## src/rtl/abr_pkg.sv

```systemverilog
// Shared types for the burst receiver.
// Assumes: nothing beyond IEEE 1800-2017 enums.
package abr_pkg;

    // Burst-level states: sleeping, timing the sync character, waiting for a start edge, in a frame.
    typedef enum logic [1:0] {
        BS_SLEEP   = 2'd0,
        BS_MEASURE = 2'd1,
        BS_READY   = 2'd2,
        BS_FRAME   = 2'd3
    } burst_state_t;

    // Character-level states inside one frame.
    typedef enum logic [1:0] {
        FS_IDLE  = 2'd0,
        FS_START = 2'd1,
        FS_DATA  = 2'd2,
        FS_STOP  = 2'd3
    } frame_state_t;

    // Data bits per character.
    localparam int unsigned DATA_BITS = 8;

endpackage

```

## src/rtl/abr_sync.sv

```systemverilog
// Two-flop synchronizer plus falling-edge detector for the serial line.
// Assumes: the line idles high, so all stages reset to 1.
module abr_sync (
    input  logic clk,
    input  logic rst_n,
    input  logic rx_async,
    output logic line,
    output logic fall
);

    logic meta_q;
    logic sync_q;
    logic prev_q;

    // Resample the asynchronous line and keep one older copy for edge detection.
    always_ff @(posedge clk) begin
        if (!rst_n) begin
            meta_q <= 1'b1;
            sync_q <= 1'b1;
            prev_q <= 1'b1;
        end else begin
            meta_q <= rx_async;
            sync_q <= meta_q;
            prev_q <= sync_q;
        end
    end

    // Present the synchronized level and a one-cycle high-to-low flag.
    assign line = sync_q;
    assign fall = prev_q & ~sync_q;

endmodule

```

## src/rtl/abr_meas.sv

```systemverilog
// Bit-period measurement on the sync character 0x55.
// Counts clocks from the start edge (arm) to the fourth later falling edge, which spans
// eight bit periods, and returns that count divided by 8.
// Assumes: arm and run are never high together; run stays high until done or bad.
module abr_meas #(
    parameter int unsigned CW      = 16,
    parameter int unsigned MIN_DIV = 4
) (
    input  logic          clk,
    input  logic          rst_n,
    input  logic          arm,
    input  logic          run,
    input  logic          fall,
    output logic          done,
    output logic          bad,
    output logic [CW-4:0] div_q
);

    localparam int unsigned DIV_W = CW - 3;
    localparam logic [DIV_W-1:0] MIN_Q = DIV_W'(MIN_DIV);

    logic [CW-1:0] mcnt;
    logic [1:0]    ecnt;
    logic          fin;

    // Elapsed-clock counter, falling-edge counter and one-shot result flags.
    always_ff @(posedge clk) begin
        if (!rst_n) begin
            mcnt  <= '0;
            ecnt  <= '0;
            fin   <= 1'b0;
            done  <= 1'b0;
            bad   <= 1'b0;
            div_q <= '0;
        end else begin
            done <= 1'b0;
            bad  <= 1'b0;
            if (arm) begin
                mcnt <= CW'(1);
                ecnt <= '0;
                fin  <= 1'b0;
            end else if (run && !fin) begin
                if (fall && ecnt == 2'd3) begin
                    fin <= 1'b1;
                    if (mcnt[CW-1:3] < MIN_Q) begin
                        bad <= 1'b1;
                    end else begin
                        done  <= 1'b1;
                        div_q <= mcnt[CW-1:3];
                    end
                end else begin
                    if (fall) begin
                        ecnt <= ecnt + 2'd1;
                    end
                    if (mcnt == '1) begin
                        fin <= 1'b1;
                        bad <= 1'b1;
                    end else begin
                        mcnt <= mcnt + CW'(1);
                    end
                end
            end
        end
    end

    AST_MEAS_ONE_RESULT: assert property (@(posedge clk) disable iff (!rst_n)
        !(done && bad));
    AST_DIV_AT_LEAST_MIN: assert property (@(posedge clk) disable iff (!rst_n)
        done |-> (div_q >= MIN_Q));

endmodule

```

## src/rtl/abr_frame.sv

```systemverilog
// One-character receiver timed from the start edge using the locked divisor.
// Confirms the start bit at div/2, samples eight data bits LSB first at div spacing,
// then checks the stop bit.
// Assumes: div >= 4 and div held stable while a frame is in progress.
module abr_frame
    import abr_pkg::*;
#(
    parameter int unsigned DIV_W = 13
) (
    input  logic             clk,
    input  logic             rst_n,
    input  logic             go,
    input  logic [DIV_W-1:0] div,
    input  logic             line,
    output logic             vld,
    output logic             ferr,
    output logic             fin,
    output logic [7:0]       data
);

    localparam int unsigned IDX_W = $clog2(DATA_BITS);

    frame_state_t     fst;
    logic [DIV_W-1:0] tcnt;
    logic [DIV_W-1:0] half;
    logic [IDX_W-1:0] idx;
    logic [7:0]       shreg;

    // Half-period point used for the start-bit confirmation.
    assign half = div >> 1;

    // Frame sequencer: start check, data shift, stop check, result pulses.
    always_ff @(posedge clk) begin
        if (!rst_n) begin
            fst   <= FS_IDLE;
            tcnt  <= '0;
            idx   <= '0;
            shreg <= '0;
            vld   <= 1'b0;
            ferr  <= 1'b0;
            fin   <= 1'b0;
            data  <= '0;
        end else begin
            vld  <= 1'b0;
            ferr <= 1'b0;
            fin  <= 1'b0;
            case (fst)
                FS_IDLE: begin
                    if (go) begin
                        fst  <= FS_START;
                        tcnt <= DIV_W'(1);
                    end
                end
                FS_START: begin
                    if (tcnt == half) begin
                        if (line) begin
                            fst <= FS_IDLE;
                            fin <= 1'b1;
                        end else begin
                            fst  <= FS_DATA;
                            tcnt <= DIV_W'(1);
                            idx  <= '0;
                        end
                    end else begin
                        tcnt <= tcnt + DIV_W'(1);
                    end
                end
                FS_DATA: begin
                    if (tcnt == div) begin
                        shreg <= {line, shreg[7:1]};
                        tcnt  <= DIV_W'(1);
                        idx   <= idx + IDX_W'(1);
                        if (idx == IDX_W'(DATA_BITS - 1)) begin
                            fst <= FS_STOP;
                        end
                    end else begin
                        tcnt <= tcnt + DIV_W'(1);
                    end
                end
                FS_STOP: begin
                    if (tcnt == div) begin
                        fst <= FS_IDLE;
                        fin <= 1'b1;
                        if (line) begin
                            vld  <= 1'b1;
                            data <= shreg;
                        end else begin
                            ferr <= 1'b1;
                        end
                    end else begin
                        tcnt <= tcnt + DIV_W'(1);
                    end
                end
                default: fst <= FS_IDLE;
            endcase
        end
    end

    AST_FRAME_ONE_RESULT: assert property (@(posedge clk) disable iff (!rst_n)
        !(vld && ferr));
    AST_RESULT_ENDS_FRAME: assert property (@(posedge clk) disable iff (!rst_n)
        (vld || ferr) |-> fin);
    AST_TIMER_BOUND: assert property (@(posedge clk) disable iff (!rst_n)
        (fst != FS_IDLE) |-> (tcnt <= div));

endmodule

```

## src/rtl/abr_rx.sv

```systemverilog
// Burst receiver top: wakes on a falling edge, measures the divisor from the sync
// character, receives characters until the stop character or byte limit, then sleeps.
// Assumes: rx_serial idles high; stop_char and max_count are stable during a burst.
module abr_rx
    import abr_pkg::*;
#(
    parameter int unsigned CW      = 16,
    parameter int unsigned CNT_W   = 8,
    parameter int unsigned MIN_DIV = 4
) (
    input  logic             clk,
    input  logic             rst_n,
    input  logic             rx_serial,
    input  logic [7:0]       stop_char,
    input  logic [CNT_W-1:0] max_count,
    output logic [7:0]       byte_out,
    output logic             byte_valid,
    output logic [CW-4:0]    divisor,
    output logic             locked,
    output logic             awake,
    output logic             frame_err,
    output logic             sync_err
);

    localparam int unsigned DIV_W = CW - 3;

    burst_state_t     bst;
    logic             line;
    logic             fall;
    logic             arm;
    logic             run;
    logic             go;
    logic             m_done;
    logic             m_bad;
    logic [DIV_W-1:0] m_div;
    logic             f_vld;
    logic             f_ferr;
    logic             f_fin;
    logic [7:0]       f_data;
    logic [CNT_W-1:0] bcnt;
    logic             burst_end;

    abr_sync u_sync (
        .clk      (clk),
        .rst_n    (rst_n),
        .rx_async (rx_serial),
        .line     (line),
        .fall     (fall)
    );

    // Steering of the shared falling-edge flag by burst state.
    assign arm = (bst == BS_SLEEP) && fall;
    assign run = (bst == BS_MEASURE);
    assign go  = (bst == BS_READY) && fall;

    abr_meas #(
        .CW      (CW),
        .MIN_DIV (MIN_DIV)
    ) u_meas (
        .clk   (clk),
        .rst_n (rst_n),
        .arm   (arm),
        .run   (run),
        .fall  (fall),
        .done  (m_done),
        .bad   (m_bad),
        .div_q (m_div)
    );

    abr_frame #(
        .DIV_W (DIV_W)
    ) u_frame (
        .clk   (clk),
        .rst_n (rst_n),
        .go    (go),
        .div   (m_div),
        .line  (line),
        .vld   (f_vld),
        .ferr  (f_ferr),
        .fin   (f_fin),
        .data  (f_data)
    );

    // A delivered byte ends the burst on a stop-character match or on reaching the limit.
    assign burst_end = f_vld &&
                       ((f_data == stop_char) ||
                        ((max_count != '0) && (bcnt + CNT_W'(1) == max_count)));

    // Burst sequencer and byte counter.
    always_ff @(posedge clk) begin
        if (!rst_n) begin
            bst  <= BS_SLEEP;
            bcnt <= '0;
        end else begin
            case (bst)
                BS_SLEEP: begin
                    if (fall) begin
                        bst  <= BS_MEASURE;
                        bcnt <= '0;
                    end
                end
                BS_MEASURE: begin
                    if (m_bad) begin
                        bst <= BS_SLEEP;
                    end else if (m_done) begin
                        bst <= BS_READY;
                    end
                end
                BS_READY: begin
                    if (fall) begin
                        bst <= BS_FRAME;
                    end
                end
                BS_FRAME: begin
                    if (f_fin) begin
                        bst <= burst_end ? BS_SLEEP : BS_READY;
                    end
                    if (f_vld) begin
                        bcnt <= bcnt + CNT_W'(1);
                    end
                end
                default: bst <= BS_SLEEP;
            endcase
        end
    end

    // Registered result outputs.
    always_ff @(posedge clk) begin
        if (!rst_n) begin
            byte_out   <= '0;
            byte_valid <= 1'b0;
            frame_err  <= 1'b0;
            sync_err   <= 1'b0;
        end else begin
            byte_valid <= f_vld;
            frame_err  <= f_ferr;
            sync_err   <= m_bad;
            if (f_vld) begin
                byte_out <= f_data;
            end
        end
    end

    assign divisor = m_div;
    assign awake   = (bst != BS_SLEEP);
    assign locked  = (bst == BS_READY) || (bst == BS_FRAME);

    AST_WAKE_FROM_EDGE: assert property (@(posedge clk) disable iff (!rst_n)
        $rose(awake) |-> $past(fall));
    AST_LOCK_NEEDS_WAKE: assert property (@(posedge clk) disable iff (!rst_n)
        locked |-> awake);
    AST_BYTE_IN_BURST: assert property (@(posedge clk) disable iff (!rst_n)
        byte_valid |-> $past(locked));
    AST_DIV_HELD: assert property (@(posedge clk) disable iff (!rst_n)
        (locked && $past(locked)) |-> $stable(divisor));
    AST_SYNC_ERR_SLEEPS: assert property (@(posedge clk) disable iff (!rst_n)
        sync_err |-> (!awake && !locked));
    AST_LOCK_DIV_MIN: assert property (@(posedge clk) disable iff (!rst_n)
        locked |-> (divisor >= DIV_W'(MIN_DIV)));

endmodule

```

## config.mk

```make
export PLATFORM = sky130hd
export DESIGN_NAME = abr_rx
export DESIGN_NICKNAME = d
export VERILOG_FILES = /design/src/rtl/abr_pkg.sv /design/src/rtl/abr_sync.sv /design/src/rtl/abr_meas.sv /design/src/rtl/abr_frame.sv /design/src/rtl/abr_rx.sv
export SDC_FILE = /design/constraint.sdc
export NUM_CORES = 1
export LEC_CHECK = 0
export BUFFER_PORTS_ARGS = -buffer_cell sky130_fd_sc_hd__clkbuf_2
export CAP_MARGIN = 20
export CORE_MARGIN = 2
export CORE_UTILIZATION = 35
export CTS_CLUSTER_SIZE = 16
export DETAILED_ROUTE_END_ITERATION = 16
export SYNTH_ARGS = -nofsm -noshare
export SYNTH_HDL_FRONTEND = slang
export SYNTH_SLANG_ARGS = --single-unit
```

## constraint.sdc

```tcl
create_clock -name clk -period 2.4 [get_ports clk]
set_input_delay 0.72 -clock clk [delete_from_list [all_inputs] [get_ports clk]]
set_output_delay 0.72 -clock clk [all_outputs]
set_load 0.1 [all_outputs]
```

==> results of run 1 <==
[where the power goes]
part           internal, uW  switching, uW
Combinational          52.1           61.9
Clock                   762            571
Sequential             1580           5.50
Total                  2400            639
[area by class of cell]
type,instances,share of cell area [%]
Sequential cell,95,35.0
Multi-Input combinational cell,397,48.2
Clock buffer,14,4.81
Timing Repair Buffer,64,7.44
Clock inverter,2,0.251
Inverter,5,0.342
Tap cell,176,4.02
[stage by stage]
step / hold slack, ns / utilization [%] / worst slack (ns) / power (uW)
6_report: 0.406 / 41.7 / 0.208 / 3030
3_5_place_dp: 0.392 / 39.5 / 0.173 / 1730
5_1_grt: 0.437 / 41.7 / 0.0575 / 3160
2_1_floorplan: 0.386 / - / 0.0930 / 1690
4_1_cts: 0.407 / 41.6 / 0.166 / 3080
3_3_place_gp: 0.395 / 39.5 / 0.200 / 1730
[registers in the layout (all words and copies together) (netlist names), 2 cells and up, named ones only]
register / count
u_meas.ecnt: 2
u_frame.idx: 3
u_meas.mcnt: 16
u_frame.tcnt: 13
bst: 2
byte_out: 8
u_frame.shreg: 8
u_meas.div_q: 13
u_frame.data: 8
bcnt: 8
[worst register-to-register path, cell delays in order, from the launching register on]
cell     delay [ns]
dfxtp_1        0.52
xnor2_1        0.12
nand4_1        0.19
nor4_1         0.10
buf_4          0.15
o21a_1         0.23
buf_12         0.17
or4_1          0.51
a21oi_1        0.15
[placed cells by master, fill, tap and decap left out, drive strengths merged, types with 4 or more instances in the layout]
master	Yosys	layout
nand2b	7	7
a21oi	18	18
buf	12	20
inv	5	6
nor2	32	32
ha	6	6
a21boi	11	11
xor2	20	20
nor4	11	11
or3	9	9
clkbuf	16	58
xnor2	38	38
nand3	26	26
nor2b	39	39
mux2i	30	30
nand4	12	12
dfxtp	95	95
o21ai	14	14
and3	7	7
nand2	49	49
o31ai	4	4
nor3	9	9
or2	4	4
or4	5	5
and2	9	9
nor3b	5	5
[path summary, 6_finish.rpt]
path	end	slack, ns	cells past startpoint
max	u_frame.tcnt[12]	0.21	8
min	u_sync.line	0.41	1
max reg2reg	u_frame.tcnt[12]	0.21	8
min reg2reg	u_sync.line	0.41	1
[per-layer routing]
layer	track usage, %	part of all wire (%)	wire (um)	vias to the layer above
met4	4.63	1.5	157	0
met2	23.7	45	4620	67
met1	19.3	49	4990	1742
met3	3.90	4.2	431	17
li1	-	-	-	1935
met5	0	0	0	-
[cells by family (layout without fill, tap and decap cells)]
family / Yosys count / in the layout / share of synthesized area, %
adders and majority gates: 6 / 6 / 1.60
buffers and inverters: 33 / 85 / 3.10
AOI/OAI and AO/OA: 69 / 69 / 9.98
muxes: 30 / 30 / 6.41
DFF: 95 / 95 / 40.6
xor gates and xnor gates: 58 / 58 / 10.8
and+or+nand+nor: 234 / 234 / 27.5
==> results.py, run 1 <==
metrics = {
    "placed_design": {
        "place_area_um2": 5190,
        "io_buffers": 44,
        "dp_cells": 736,
        "place.gp.congestion": 0.827,
        "hpwl_um": 7560,
    },
    "synthesis": {
        "netlist_area_um2": 4690,
        "netlist_instances": 525,
        "synth.most_common_cell": "dfxtp_1",
        "ys_top_cells_by_count": "95 x dfxtp_1, 49 x nand2_1, 38 x nor2b_1, 38 x xnor2_1, 32 x nor2_1",
        "yosys-top-cells-area": "dfxtp_1 41%, xnor2_1 7.1%, mux2i_1 6.4%, nor2b_1 5.1%, nand2_1 3.9%",
        "synth_top_area_share_pct": 40.6,
        "synthFlopType": "dfxtp_1",
        "ys_seq_area_share_pct": 40.6,
        "synth_cell_type_count": 53,
        "synth_nets": 550,
        "synth_top_area_cell": "dfxtp_1",
        "synth_seq_cells": 95,
        "synthArstFlopShare_pct": 0,
        "ys_warn_count": 0,
        "syn_avg_cell_area_um2": 8.93,
        "synth_edf_count": 0,
    },
    "layout": {
        "n_antenna_cell": 0,
        "syn2layout_area_growth_pct": 17.0,
        "nets": 597,
        "seqCellArea_um2": 1920,
        "stdcell_area_um2": 5480,
        "fillers": 1320,
        "drive_gt1_share_pct": 17.9,
        "final-instance-count-excl-fill": 753,
        "multi_input_area_um2": 2640,
    },
    "clock_network": {
        "post_cts_buffers": 0,
        "ctsRootBufferMaster": "clkbuf_16",
        "cts_made_buffers": 9,
        "clk_pin_slew_ns": 0.06,
        "cts_tree": "built",
        "htree_levels": 3,
        "clk_path_buf_depth": 2,
        "cts_sinks": 95,
        "cts_hold_buffers": 0,
        "cts.repair.resized": 0,
        "clk_latency_ns": 0.34,
    },
    "critical_path": {
        "crit_required_ns": 2.67,
        "cp_cell_sequence": "xnor2_1 -> nand4_1 -> nor4_1 -> buf_4 -> o21a_1 -> buf_12 -> or4_1 -> a21oi_1",
        "cp_slowest_cell": "dfxtp_1",
        "cpLargestDelayFamily": "simple AND/OR/NAND/NOR gates",
        "worst_setup_path_start_kind": "flip-flop",
        "timing.critical_path.buf_inv": 2,
        "max_stage_delay_ns": 0.52,
        "startpoint": "u_frame.tcnt[4]",
        "cp_data_arrival_time_ns": 2.46,
        "crit_type": "reg -> reg",
        "endpoint_kind": "flip-flop",
        "cp_max_fo": 21,
        "r2r_start": "u_frame.tcnt[4]",
    },
    "die": {
        "die_area_um2": 14300,
        "io_pins": 45,
        "die_h_um": 120,
        "core_area_um2": 13100,
        "die_x_um": 120,
        "rows": 42,
        "start_util_pct": 35.7,
    },
    "power": {
        "p_leak_uw": 0.00203,
        "p_per_area_nw_per_um2": 553,
        "vdd_drop_max_uv": 353,
    },
    "sta": {
        "max_slew_margin_pct": 62.5,
        "tightest_slew_ns": 0.564,
        "fin_setup_tns_ns": 0,
        "rsz0062_at_grt": "no",
        "slew_viol_final": 0,
        "fin_skew_ns": 0.00499,
        "period_needed_ns": 2.19,
        "fin_crit_sh_pct": 91.3,
        "setup_violations": 0,
        "finalHoldViolCount": 0,
        "max_freq_mhz": 456,
    },
    "global_routing": {
        "antenna_found_initial": 0,
        "overflow": 0,
        "grt_pass1_wl_um": 17400,
        "grt_usage_pct": 14.7,
        "grt_max_degree": 40,
        "grt_pass1_vias": 3650,
    },
    "route": {
        "drt_iter0_drc": 175,
        "routedWlPerCell_um": 13.5,
        "totalWireLength_um": 10200,
        "vias_per_cell": 4.99,
        "vias": 3761,
        "drtPass1Iterations": 4,
        "ant_nets": 0,
        "drc_errors": 0,
    },
    "hold_path": {
        "hp-class": "reg -> reg",
        "hp-start": "u_sync.meta_q",
    },
    "run_status": {
        "status": "complete, no violations",
    },
    "run": {
        "drv_cap": 0,
    },
}
Power figures use the tool's default switching activity.
==> run 2, diff against run 1 <==
CTS_BUF_LIST = sky130_fd_sc_hd__clkbuf_4   (was unset)
CTS_CLUSTER_SIZE = 12   (was 16)
==> run 2 against run 1 <==
Against the previous run:
- combinational power about the same
- sequential share of layout area up 1.1 points
- clock-buffer cell count down 2
- core utilization down 1.2 points
- first-iteration DRC count down 22%
- clock skew up 0.0044 ns
- sequential cell count unchanged
- register-to-register slack worse by 0.02 ns
- clock power down 44%
- highest routed layer unchanged
==> results.py, run 2 (synthesized netlist as in run 1, its figures left out) <==
metrics = {
    "die": {
        "io_pins": 45,
        "die_x_um": 120,
        "die_area_um2": 14300,
        "die_h_um": 120,
        "start_util_pct": 35.7,
        "core_area_um2": 13100,
        "rows": 42,
    },
    "global_routing": {
        "grt_pass1_vias": 3623,
        "grt_max_degree": 40,
        "grt_pass1_wl_um": 17200,
        "overflow": 0,
        "grt_usage_pct": 14.6,
        "antenna_found_initial": 1,
    },
    "critical_path": {
        "endpoint_kind": "output port",
        "cp_max_fo": 7,
        "crit_type": "reg -> out",
        "crit_required_ns": 1.68,
        "cp_data_arrival_time_ns": 1.52,
        "worst_setup_path_start_kind": "flip-flop",
    },
    "run": {
        "drv_cap": 0,
    },
    "clock_network": {
        "htree_levels": 3,
        "cts_made_buffers": 9,
        "clk_pin_slew_ns": 0.13,
        "clk_path_buf_depth": 2,
        "ctsRootBufferMaster": "clkbuf_4",
        "clk_latency_ns": 0.43,
        "cts_tree": "built",
        "cts.repair.resized": 0,
        "cts_sinks": 95,
    },
    "route": {
        "vias": 3758,
        "routedWlPerCell_um": 13.5,
        "drc_errors": 0,
        "drtPass1Iterations": 4,
        "vias_per_cell": 4.98,
        "totalWireLength_um": 10200,
        "drt_iter0_drc": 137,
        "ant_nets": 0,
    },
    "sta": {
        "period_needed_ns": 2.24,
        "fin_skew_ns": 0.00936,
        "fin_crit_sh_pct": 93.2,
        "finalHoldViolCount": 0,
        "setup_violations": 0,
        "tightest_slew_ns": 0.563,
        "fin_setup_tns_ns": 0,
        "rsz0062_at_grt": "no",
        "max_freq_mhz": 447,
        "slew_viol_final": 0,
        "max_slew_margin_pct": 62.6,
    },
    "hold_path": {
        "hp-class": "reg -> reg",
    },
    "layout": {
        "syn2layout_area_growth_pct": 13.5,
        "fillers": 1340,
        "nets": 597,
        "final_common_cell": "dfxtp_1",
        "final_cell_mix": "82 x dfxtp_1, 49 x nand2_1, 44 x clkbuf_2",
        "drive_gt1_share_pct": 18.0,
        "reg_top3": "u_meas.mcnt: 16 flops, u_frame.tcnt: 13 flops, u_meas.div_q: 13 flops",
        "top_register": "u_meas.mcnt",
        "largest_register_ffs": 16,
    },
    "power": {
        "p_leak_uw": 0.00196,
        "vdd_drop_max_uv": 269,
        "total_power_uw": 2450,
        "p_per_area_nw_per_um2": 460,
    },
    "placed_design": {
        "hpwl_um": 7560,
        "io_buffers": 44,
        "place.gp.congestion": 0.827,
    },
    "run_status": {
        "status": "complete, no violations",
    },
}
run 2: changes by cell type in the layout (fill, tap and decap cells not counted):
cell / change
clkbuf_8: -2
clkbuf_1: -3
clkbuf_4: +12
clkbuf_16: -9
clkinv_1: +2
diode_2: +1
run 2: repair_timing:
action | in CTS | in global routing
setup endpoints to repair | 0 | 10
buffers inserted | 0 | 1
hold buffers | 0 | 0
run 2: path summary, 6_finish.rpt:
check                        from                to  slack [ns]  depth (start not counted)
setup / recovery           bst[1]            locked        0.16                          2
hold / removal      u_sync.meta_q       u_sync.line        0.42                          1
setup reg to reg  u_frame.tcnt[4]  u_frame.tcnt[12]        0.19                          8
hold reg to reg     u_sync.meta_q       u_sync.line        0.42                          1
run 2: layout make-up:
class	instances	area, um^2	share of cell area (%)
multi-input cells	397	2640	49.6
flip-flops and latches	95	1920	36.1
repair buffers	64	408	7.67
well taps	176	220	4.14
clock buffers	12	90.1	1.69
clock inverters	4	21.3	0.400
inverters	5	18.8	0.353
diodes	1	2.50	0.0470
run 2: report_power, final:
part           total (uW)  internal, uW  switching, uW
clock network         746           245            501
registers            1590          1580           5.62
logic                 114          52.1           61.8
total                2450          1880            568
run 2: worst max-delay path, stage by stage, from the launching register on:
cell	delay [ns]
dfxtp_1	0.44
buf_4	0.18
clkbuf_2	0.47
run 2: stage by stage:
step | utilization [%] | hold WS [ns] | cell area [um^2] | cells | worst slack [ns]
3_5_place_dp | 39.5 | 0.392 | 5190 | 736 | 0.173
5_1_grt | 40.5 | 0.431 | 5320 | 754 | 0.0424
3_3_place_gp | 39.5 | 0.395 | 5190 | 736 | 0.200
6_report | 40.5 | 0.422 | 5320 | 754 | 0.163
2_1_floorplan | - | 0.386 | 4700 | 525 | 0.0930
4_1_cts | 40.3 | 0.424 | 5300 | 752 | 0.109
run 2: layer usage:
layer / global-route usage [%] / vias up / routed length (um)
li1: - / 1936 / -
met4: 4.85 / 0 / 159
met2: 23.7 / 70 / 4650
met1: 19.1 / 1737 / 4900
met3: 3.61 / 15 / 445
met5: 0 / - / 0
